$ cat src/rtl/rll27_pkg.sv
package rll27_pkg;
    // longest data group and derived codeword / counter widths
    localparam int GRP_MAX = 4;
    localparam int CW_W    = 2 * GRP_MAX;
    localparam int LEN_W   = $clog2(GRP_MAX + 1);
    localparam int LEFT_W  = $clog2(CW_W + 1);

    typedef enum logic [1:0] {
        ST_IDLE,
        ST_RUN,
        ST_PAD,
        ST_DRAIN
    } enc_state_e;
endpackage

$ cat src/rtl/rll27_shift_buf.sv
module rll27_shift_buf #(
    parameter int DEPTH = 4,
    parameter int LEN_W = 3,
    parameter int CNT_W = $clog2(DEPTH + 1)
) (
    input  logic             clk,
    input  logic             rst_n,
    input  logic             push,
    input  logic             push_bit,
    input  logic [LEN_W-1:0] pop_len,
    output logic [DEPTH-1:0] bits,
    output logic [CNT_W-1:0] cnt
);
    localparam int IDX_W = $clog2(DEPTH);
    localparam logic [CNT_W-1:0] DEPTH_C = CNT_W'(DEPTH);

    logic [DEPTH-1:0] bits_n;
    logic [CNT_W-1:0] cnt_mid;
    logic [CNT_W-1:0] cnt_n;

    // bit 0 is the oldest; consumed bits leave at the low end
    always_comb begin
        bits_n  = bits >> pop_len;
        cnt_mid = cnt - CNT_W'(pop_len);
        if (push && (cnt_mid < DEPTH_C)) begin
            bits_n[cnt_mid[IDX_W-1:0]] = push_bit;
        end
        cnt_n = cnt_mid + {{(CNT_W-1){1'b0}}, push};
    end

    always_ff @(posedge clk or negedge rst_n) begin
        if (!rst_n) begin
            bits <= '0;
            cnt  <= '0;
        end else begin
            bits <= bits_n;
            cnt  <= cnt_n;
        end
    end

    p_cnt_bound_r6: assert property (@(posedge clk) disable iff (!rst_n)
        cnt <= DEPTH_C);

    p_no_overfill_r6: assert property (@(posedge clk) disable iff (!rst_n)
        push |-> (cnt_mid < DEPTH_C));

    p_pop_avail_r4: assert property (@(posedge clk) disable iff (!rst_n)
        (pop_len != '0) |-> (CNT_W'(pop_len) <= cnt));
endmodule

$ cat src/rtl/rll27_group_parse.sv
module rll27_group_parse
    import rll27_pkg::*;
#(
    parameter int DEPTH = 4,
    parameter int CNT_W = $clog2(DEPTH + 1)
) (
    input  logic [DEPTH-1:0] bits,
    input  logic [CNT_W-1:0] cnt,
    output logic             grp_ok,
    output logic [LEN_W-1:0] grp_len,
    output logic [CW_W-1:0]  cw
);
    logic b0, b1, b2, b3;
    logic have2, have3, have4;

    assign b0 = bits[0];
    assign b1 = bits[1];
    assign b2 = bits[2];
    assign b3 = bits[3];
    assign have2 = (cnt >= CNT_W'(2));
    assign have3 = (cnt >= CNT_W'(3));
    assign have4 = (cnt >= CNT_W'(4));

    // greedy prefix match from the oldest bit; codeword left-aligned
    always_comb begin
        grp_ok  = 1'b0;
        grp_len = '0;
        cw      = '0;
        if (have2 && b0) begin
            grp_ok  = 1'b1;
            grp_len = LEN_W'(2);
            cw      = b1 ? 8'b1000_0000 : 8'b0100_0000;
        end else if (have3 && !b0 && b1) begin
            grp_ok  = 1'b1;
            grp_len = LEN_W'(3);
            cw      = b2 ? 8'b0010_0000 : 8'b1001_0000;
        end else if (have3 && !b0 && !b1 && !b2) begin
            grp_ok  = 1'b1;
            grp_len = LEN_W'(3);
            cw      = 8'b0001_0000;
        end else if (have4 && !b0 && !b1 && b2) begin
            grp_ok  = 1'b1;
            grp_len = LEN_W'(4);
            cw      = b3 ? 8'b0000_1000 : 8'b0010_0100;
        end
    end
endmodule

$ cat src/rtl/rll27_serializer.sv
module rll27_serializer
    import rll27_pkg::*;
(
    input  logic              clk,
    input  logic              rst_n,
    input  logic              load,
    input  logic [CW_W-1:0]   cw,
    input  logic [LEN_W-1:0]  len,
    output logic              out_bit,
    output logic              out_valid,
    output logic [LEFT_W-1:0] left
);
    logic [CW_W-1:0] sreg;

    always_ff @(posedge clk or negedge rst_n) begin
        if (!rst_n) begin
            sreg <= '0;
            left <= '0;
        end else if (load) begin
            sreg <= cw;
            left <= LEFT_W'({len, 1'b0});
        end else if (left != '0) begin
            sreg <= {sreg[CW_W-2:0], 1'b0};
            left <= left - LEFT_W'(1);
        end
    end

    assign out_bit   = sreg[CW_W-1];
    assign out_valid = (left != '0);

    p_load_free_r5: assert property (@(posedge clk) disable iff (!rst_n)
        load |-> (left <= LEFT_W'(1)));

    p_stream_on_r5: assert property (@(posedge clk) disable iff (!rst_n)
        (left > LEFT_W'(1)) |=> out_valid);
endmodule

$ cat src/rtl/rll27_encoder.sv
module rll27_encoder
    import rll27_pkg::*;
#(
    parameter int DEPTH = GRP_MAX
) (
    input  logic clk,
    input  logic rst_n,
    input  logic in_valid,
    input  logic in_bit,
    output logic in_ready,
    input  logic flush,
    output logic out_valid,
    output logic out_bit
);
    localparam int CNT_W = $clog2(DEPTH + 1);
    localparam logic [CNT_W-1:0] DEPTH_C = CNT_W'(DEPTH);

    enc_state_e        state, state_n;
    logic              flush_pend, flush_clr;
    logic              load, pad_push, push, push_bit;
    logic [LEN_W-1:0]  pop_len;
    logic [DEPTH-1:0]  bits;
    logic [CNT_W-1:0]  cnt;
    logic              grp_ok;
    logic [LEN_W-1:0]  grp_len;
    logic [CW_W-1:0]   cw;
    logic [LEFT_W-1:0] ser_left;
    logic              ser_free;

    // state register
    always_ff @(posedge clk or negedge rst_n) begin
        if (!rst_n) begin
            state      <= ST_IDLE;
            flush_pend <= 1'b0;
        end else begin
            state      <= state_n;
            flush_pend <= (flush_pend & ~flush_clr) | flush;
        end
    end

    assign ser_free = (ser_left <= LEFT_W'(1));

    // outputs and next state
    always_comb begin
        in_ready  = !flush_pend && (cnt < DEPTH_C);
        load      = grp_ok && ser_free;
        pad_push  = 1'b0;
        flush_clr = 1'b0;
        state_n   = state;
        unique case (state)
            ST_IDLE: begin
                if (load) begin
                    state_n = ST_RUN;
                end else if (flush_pend) begin
                    if (cnt != '0) state_n = ST_PAD;
                    else           flush_clr = 1'b1;
                end
            end
            ST_RUN: begin
                if (flush_pend && !grp_ok && (cnt != '0)) begin
                    state_n = ST_PAD;
                end else if ((ser_left == LEFT_W'(1)) && !load) begin
                    state_n = ST_IDLE;
                end
            end
            ST_PAD: begin
                pad_push = !grp_ok && (cnt != '0);
                if (cnt == '0) state_n = ST_DRAIN;
            end
            ST_DRAIN: begin
                if (ser_free) begin
                    state_n   = ST_IDLE;
                    flush_clr = 1'b1;
                end
            end
            default: state_n = ST_IDLE;
        endcase
        push     = (in_valid && in_ready) || pad_push;
        push_bit = pad_push ? 1'b0 : in_bit;
        pop_len  = load ? grp_len : '0;
    end

    rll27_shift_buf #(
        .DEPTH (DEPTH),
        .LEN_W (LEN_W),
        .CNT_W (CNT_W)
    ) u_buf (
        .clk      (clk),
        .rst_n    (rst_n),
        .push     (push),
        .push_bit (push_bit),
        .pop_len  (pop_len),
        .bits     (bits),
        .cnt      (cnt)
    );

    rll27_group_parse #(
        .DEPTH (DEPTH),
        .CNT_W (CNT_W)
    ) u_parse (
        .bits    (bits),
        .cnt     (cnt),
        .grp_ok  (grp_ok),
        .grp_len (grp_len),
        .cw      (cw)
    );

    rll27_serializer u_ser (
        .clk       (clk),
        .rst_n     (rst_n),
        .load      (load),
        .cw        (cw),
        .len       (grp_len),
        .out_bit   (out_bit),
        .out_valid (out_valid),
        .left      (ser_left)
    );

    // zero-run tracking of the emitted stream, for the R7 properties
    logic [3:0] zrun;
    logic       seen_one;

    always_ff @(posedge clk or negedge rst_n) begin
        if (!rst_n) begin
            zrun     <= '0;
            seen_one <= 1'b0;
        end else if (out_valid) begin
            if (out_bit) begin
                zrun     <= '0;
                seen_one <= 1'b1;
            end else if (zrun != 4'hF) begin
                zrun <= zrun + 4'd1;
            end
        end
    end

    p_zero_run_max_r7: assert property (@(posedge clk) disable iff (!rst_n)
        (out_valid && !out_bit && seen_one) |-> (zrun < 4'd7));

    p_zero_run_min_r7: assert property (@(posedge clk) disable iff (!rst_n)
        (out_valid && out_bit && seen_one) |-> (zrun >= 4'd2));

    p_flush_blocks_r9: assert property (@(posedge clk) disable iff (!rst_n)
        flush |=> !in_ready);

    p_idle_quiet_r5: assert property (@(posedge clk) disable iff (!rst_n)
        (state == ST_IDLE) |-> !out_valid);

    p_drain_empty_r8: assert property (@(posedge clk) disable iff (!rst_n)
        (state == ST_DRAIN) |-> (cnt == '0));

    p_pad_grows_r8: assert property (@(posedge clk) disable iff (!rst_n)
        pad_push |=> (cnt == $past(cnt) + CNT_W'(1)));
endmodule

$ cat config.mk
export PLATFORM = sky130hd
export DESIGN_NAME = rll27_encoder
export DESIGN_NICKNAME = d
export VERILOG_FILES = /design/src/rtl/rll27_pkg.sv /design/src/rtl/rll27_shift_buf.sv /design/src/rtl/rll27_group_parse.sv /design/src/rtl/rll27_serializer.sv /design/src/rtl/rll27_encoder.sv
export SDC_FILE = /design/constraint.sdc
export NUM_CORES = 1
export LEC_CHECK = 0
export ABC_AREA = 1
export ABC_CLOCK_PERIOD_IN_PS = 2200
export BUFFER_PORTS_ARGS = -buffer_cell sky130_fd_sc_hd__buf_2
export CAP_MARGIN = 20
export CORE_ASPECT_RATIO = 1.75
export CORE_MARGIN = 10
export CORE_UTILIZATION = 50
export DETAILED_ROUTE_END_ITERATION = 8
export HOLD_SLACK_MARGIN = 0.05
export PLACE_DENSITY = 0.8
export SYNTH_ARGS = -nofsm -noshare
export SYNTH_HDL_FRONTEND = slang
export SYNTH_SLANG_ARGS = --single-unit
$ cat constraint.sdc
create_clock -name clk -period 2.2 [get_ports clk]
set_clock_uncertainty 0.05 [all_clocks]
set_input_delay 0.11 -clock clk [delete_from_list [all_inputs] [get_ports clk]]
set_output_delay 0.11 -clock clk [all_outputs]
set_load 0.02 [all_outputs]
# After elaboration in Yosys (flattened, before gate mapping)

Index checks and enable logic that the tools add are counted.

Equal/unequal tests: 9
Muxes and demuxes: 39
Bitwise gates (word level): 3
$lt $le $gt $ge: 8
Multipliers: 0
Reductions and logical operators: 30
Divide/modulo/power cells: 0
$add $sub $neg: 3
Shift-type cells: 1

Operator list:

| operator                                            | count |
|---|---|
| 2-to-1 mux 8 bit                                    | 8 |
| logical AND 1 bit                                   | 17 |
| 2-to-1 mux 3 bit                                    | 5 |
| 2-to-1 mux 2 bit                                    | 7 |
| 2-to-1 mux 4 bit                                    | 3 |
| 2-to-1 mux 1 bit                                    | 11 |
| inequality test 3 bit, second input constant        | 3 |
| case mux 2 bit (4 select lines)                     | 1 |
| >= comparator 3 x 2 -> 1 bit, second input constant | 2 |
| logical NOT 1 bit                                   | 6 |
| less-than comparator 3 bit, second input constant   | 2 |
| 2-to-1 mux 6 bit                                    | 1 |
| AND reduction 5 bit                                 | 1 |
| bitwise mux 4 bit                                   | 1 |
| equality test 2 bit, second input constant          | 2 |
| equality test 4 x 1 -> 1 bit, second input constant | 1 |
| <= comparator 4 x 1 -> 1 bit, second input constant | 1 |
| inequality test 2 bit, second input constant        | 2 |
| nonzero test 4 bit                                  | 1 |
| >> shifter 4 x 3 -> 4 bit                           | 1 |
| subtractor 4 x 1 -> 4 bit, second input constant    | 1 |
| adder 3 x 1 -> 3 bit                                | 1 |
| >= comparator 3 bit, second input constant          | 1 |
| logical NOT 3 bit                                   | 1 |
| other kinds (13)                                    | 13 |

Bits in read-only memories: 0
Latch bits: 0
Output and inout port bits: 3
Flip-flop bits (word level): 22
Bits of input ports: 5
Memories kept: 0
Bits in writable memories: 0
Word-level logic and storage cells: 99

# Longest topological paths before layout

Word-level depth: 17
Gate-level depth with buffers: 17
Gate-level depth less buffers: 16

# Cells and area by module

Synthesis repeated with hierarchy kept, for this count alone.

Cells, all modules: 255
Area, all modules: 1781.7 um^2

By module, submodules not included:

| module            | area each (um^2) | sequential area each (um^2) | cells an instance | times used |
|---|---|---|---|---|
| rll27_serializer  | 691.9            | 300.3                       | 83                | 1 |
| rll27_shift_buf   | 529.3            | 175.2                       | 79                | 1 |
| rll27_encoder     | 409.1            | 75.1                        | 63                | 1 |
| rll27_group_parse | 151.4            | 0.0                         | 30                | 1 |

# Worst setup path after synthesis

No wires, ideal clock.

Path kind: register to register
Start point: reg u_ser.left[0]
End point: reg u_buf.cnt[2]
Arrival time: 2.021 ns
Stages on the path, launching flop included: 11
Period minus slack after synthesis: 2.195 ns
Library setup time: 0.124 ns
Required time: 2.026 ns
Setup slack: 0.005 ns
Path buffers: 0
Cells stage by stage: dfrtp_1 inv_1 ha_1 nand2_4 nand2_8 nand2_4 nor2_1 fa_1 inv_1 nand2_1 xor2_1

Word-level cells in the longest chain between the ends: 5

Ends and longest elaborated chain:

| what                         | RTL line               | text |
|---|---|---|
| start: declaration           | rll27_serializer.sv:11 | `output logic [LEFT_W-1:0] left` |
| start signal: assignment     | rll27_serializer.sv:21 | `left <= LEFT_W'({len, 1'b0});` |
| start signal: assignment     | rll27_serializer.sv:24 | `left <= left - LEFT_W'(1);` |
| <= comparator 4 x 1 -> 1 bit | rll27_encoder.sv:41    | `assign ser_free = (ser_left <= LEFT_W'(1));` |
| logical AND 1 bit            | rll27_encoder.sv:46    | `load = grp_ok && ser_free;` |
| 2-to-1 mux 3 bit             | rll27_encoder.sv:80    | `pop_len = load ? grp_len : '0;` |
| subtractor 3 bit             | rll27_shift_buf.sv:24  | `cnt_mid = cnt - CNT_W'(pop_len);` |
| adder 3 x 1 -> 3 bit         | rll27_shift_buf.sv:28  | `cnt_n = cnt_mid + {{(CNT_W-1){1'b0}}, push};` |
| net u_buf.cnt_n[2]           | rll27_shift_buf.sv:19  | `logic [CNT_W-1:0] cnt_n;` |
| end signal: assignment       | rll27_shift_buf.sv:37  | `cnt <= cnt_n;` |
| end: declaration             | rll27_shift_buf.sv:12  | `output logic [CNT_W-1:0] cnt` |

The timed path passes the listed nets, and every way through them passes these cells.
A chain may end at the register's enable or synchronous reset.

# Final worst setup path

Start point: reg u_buf.cnt[1]
End point: reg u_buf.bits[0]

Word-level cells in the longest chain between the ends: 17
Elaborated cells between the ends (all ways): 41
Classes of those cells: 1 x add/sub; 7 x order compare; 1 x shift; 15 x mux; 17 x reduce/logical

Ends and longest elaborated chain:

| what                                                                                                      | RTL line                | text |
|---|---|---|
| >= comparator 3 bit                                                                                       | rll27_group_parse.sv:22 | `assign have4 = (cnt >= CNT_W'(4));` |
| logical AND 1 bit (3 in a row)                                                                            | rll27_group_parse.sv:41 | `end else if (have4 && !b0 && !b1 && b2) begin` |
| 2-to-1 mux 1 bit                                                                                          | rll27_group_parse.sv:41 |  |
| 2-to-1 mux 1 bit                                                                                          | rll27_group_parse.sv:37 | `end else if (have3 && !b0 && !b1 && !b2) begin` |
| 2-to-1 mux 1 bit                                                                                          | rll27_group_parse.sv:33 | `end else if (have3 && !b0 && b1) begin` |
| 2-to-1 mux 1 bit                                                                                          | rll27_group_parse.sv:29 | `if (have2 && b0) begin` |
| logical AND 1 bit                                                                                         | rll27_encoder.sv:46     |  |
| 2-to-1 mux 3 bit                                                                                          | rll27_encoder.sv:80     |  |
| subtractor 3 bit                                                                                          | rll27_shift_buf.sv:24   |  |
| less-than comparator 2 x 3 -> 1 bit (implied by the code) or >= comparator 2 x 1 -> 1 bit (tied branches) | rll27_shift_buf.sv:26   | `bits_n[cnt_mid[IDX_W-1:0]] = push_bit;` |
| logical AND 1 bit (implied by the code)                                                                   | rll27_shift_buf.sv:26   |  |
| 2-to-1 mux 1 bit (implied by the code)                                                                    | rll27_shift_buf.sv:26   |  |
| demux 1 bit (select 2 bit)                                                                                | n/a                     |  |
| bitwise mux 4 bit                                                                                         | rll27_shift_buf.sv:26   |  |
| 2-to-1 mux 4 bit (*)                                                                                      | rll27_shift_buf.sv:25   | `if (push && (cnt_mid < DEPTH_C)) begin` |
| net u_buf.bits_n[0]                                                                                       | rll27_shift_buf.sv:17   | `logic [DEPTH-1:0] bits_n;` |
| end signal: assignment                                                                                    | rll27_shift_buf.sv:36   | `bits <= bits_n;` |
| end: declaration                                                                                          | rll27_shift_buf.sv:11   | `output logic [DEPTH-1:0] bits,` |

Mark *: on every way through the listed nets, which the timed path passes. The rest lies on a longest branch.

==> out/results.ini <==
[global_routing]
grt_pass1_wl_um=5713
antenna_found_initial=0
grt.total_usage_pct=13.14
grt_overflow=0
grt_pass1_vias=1326
grt_max_degree=21

[placement]
io_buffer_count=7
place_ws_ps=-30.32
gp_congestion=0.8145
dpl.hpwl_um=2556

[timing]
max_slew_margin_pct=68.94
timing.setup.tns_ps=0
fin_crit_ps=2141
timing_max_transition_violations_final=0
finalHoldViolations=0
setup_viol=0
fmax_mhz=467.2
worstMarginPinSlew_ps=465.8
worst_slack_ps=59.49
rsz0062_at_grt=yes
finalCritPeriodShare_pct=97.30
holdWs_ps=111.8

[critical_path]
cp-end-kind=flop
r2r_cells=12
critical_path.startpoint=u_buf.cnt[1]
timing.rr.start=u_buf.cnt[1]
critPathRequiredTime_ps=2300
path_max_fanout=5
cp-start-kind=flop
critPathCapture=u_buf.bits[0]
cp.arrival_ps=2240
worstSetupPathType=reg -> reg
timing.reg2reg.setup_slack_ps=60
reg2reg_to=u_buf.bits[0]

[yosys]
yosysWarnings=0
netlist.area_leader.share_pct=33.47
avgSynthCellArea_um2=8.039
synth-compound-area-share_pct=11.05
ys_ff_latch=20
synth_xor_area_share_pct=2.343
ys_top_cells_by_area=dfrtp_1 (33%), nand2_1 (9.8%), inv_1 (6.3%)
ys_seq_area_share_pct=33.47
synthCells=186
synthMuxAreaShare_pct=0
synth_top_family_by_area=simple AND/OR/NAND/NOR gates
synth_cell_type_count=35
synth_edf_count=0
synth_adder_area_share_pct=7.197
yosys.area.top_type=dfrtp_1
syn_nets=199
syn_area_um2=1495
synth-simple-area-share_pct=36.90
synthFlopType=dfrtp_1
async_flop_share_pct=100.0

[clocking]
cts.sinks=20
htree_num_levels=1
cts_buffers=3
clk_pin_slew_ps=80
cts-root-buf=clkbuf_8
insertion_delay_ps=260
cts_tree=done
cts.path.max_buffers=2

[floorplan]
row_count=26
start_util_pct=51.64
ioPinCount=8
core_um2=2895
dieWidth_um=61.34
dieArea_um2=5664
die_h_um=92.34

[power]
finalPower_mw=3.127
p_per_area_nw_per_um2=1726
p_leak_nw=0.9629
ir_drop_mv=0.9418

[routing]
vias_per_cell=5.339
route.detailed.drc=0
vias=1308
dr.pass1.iters=4
ant_nets=0
drt_iter0_markers=38
routed_wl_um=3593
avgRoutedWirePerCell_um=14.67

[worst_hold_path]
hp-class=in -> reg
holdPathStages=3

[final_layout]
diodes=0
drive_gt1_share_pct=34.56
area_growth_pct=21.17
final_nets=231

[status]
outcome=finished clean

[flow_run]
drv_cap=0

-- power breakdown --
part           internal, mW  total (mW)  switching [mW]
sequential            0.526       0.664           0.138
clock                 0.243       0.376           0.133
combinational         0.843        2.09            1.24
-- synthesized netlist by cell type, types with 2 or more instances --
master and instances:
o21ai_0 6, xnor2_1 2, buf_6 2, nand2_1 39, inv_2 4, nor3_2 2, xor2_1 2, nand2_4 5
nand2_2 12, nand3_1 7, nor3_1 3, o21bai_1 3, dfrtp_1 20, nor2_4 3, a31oi_1 3, nor2_1 18
nand3_4 2, inv_1 25, ha_1 7, nand4_2 2, a21oi_1 5
-- critical path, cell delays in order, from the launching register on --
cell	delay [ps]
dfrtp_1	430
nand2_1	100
nand2_2	80
nand3_4	130
nand3_4	120
nand4_4	90
inv_2	50
fa_2	630
inv_2	70
nor2_4	110
nand2_1	70
nand2_1	50
nand2_1	60
-- layout make-up --
type,instances,area [um^2]
clock inverter,1,30.03
timing repair buffer,29,205.2
sequential,20,501.7
inverter,30,112.6
multi-input combinational,134,885.9
clock buffer,3,41.29
tap,28,35.03
fill,268,1084
-- through the flow --
| stage | util, % | instances | instance area, um^2 |
|---|---|---|---|
| global placement | 56.66 | 232 | 1640 |
| global route | 62.58 | 245 | 1812 |
| finish | 62.58 | 245 | 1812 |
| detailed placement | 56.66 | 232 | 1640 |
| floorplan | - | 186 | 1495 |
| CTS | 59.98 | 238 | 1737 |
-- layout by cell type (no fill, tap or decap), types with 2 or more instances in the layout --
master / instances
nor3_2: 2
inv_2: 9
clkbuf_8: 3
nand2_2: 11
dfrtp_1: 19
nor3_1: 3
nand3_4: 2
nand3_1: 7
buf_4: 20
xnor2_1: 2
a21oi_1: 5
nand2_1: 39
o21ai_0: 6
ha_1: 6
buf_2: 7
nor2_4: 4
a31oi_1: 3
o21bai_1: 3
inv_1: 21
nand2_4: 6
nor2_1: 17
xor2_1: 2
dlygate4sd3_1: 2
-- worst min-delay path by stage --
stage            from            end  slack, ps
5_1_grt        in_bit  u_buf.bits[2]        150
3_3_place_gp    rst_n  u_ser.sreg[4]         30
3_5_place_dp    rst_n  u_ser.sreg[5]         40
4_1_cts        in_bit  u_buf.bits[2]        120
6_report       in_bit  u_buf.bits[2]        110
2_1_floorplan   rst_n     flush_pend       -240
-- cells by family (layout without fill, tap and decap cells) --
group / Yosys count / count (layout)
compound gates: 25 / 25
xor+xnor: 4 / 4
fa+ha+maj: 8 / 8
flops: 20 / 20
buf+inv: 32 / 63
simple gates: 97 / 97
-- routing by layer --
metal  global-route usage, %  vias to the layer above  wire length (um)
li1                        -                      651                 -
met2                   25.80                       25              2149
met4                   6.180                        0                65
met5                       0                        -                 0
met1                   12.42                      627              1302
met3                   1.231                        5                74
-- registers in the layout, summed over array words and instances, names as in the netlist --
register	flops
flush_pend	1
u_ser.left	4
u_buf.bits	4
u_ser.sreg	6
u_buf.cnt	3
state	2
-- timing repair --
action                                 in CTS  in global routing
setup endpoints to repair                   4                  5
resized for setup                           2                 10
endpoints found under the hold margin      21                  0
hold buffers                                2                  0
pin swaps                                   0                  9
buffers inserted                            0                  7
(Power assumes the default switching activity.)
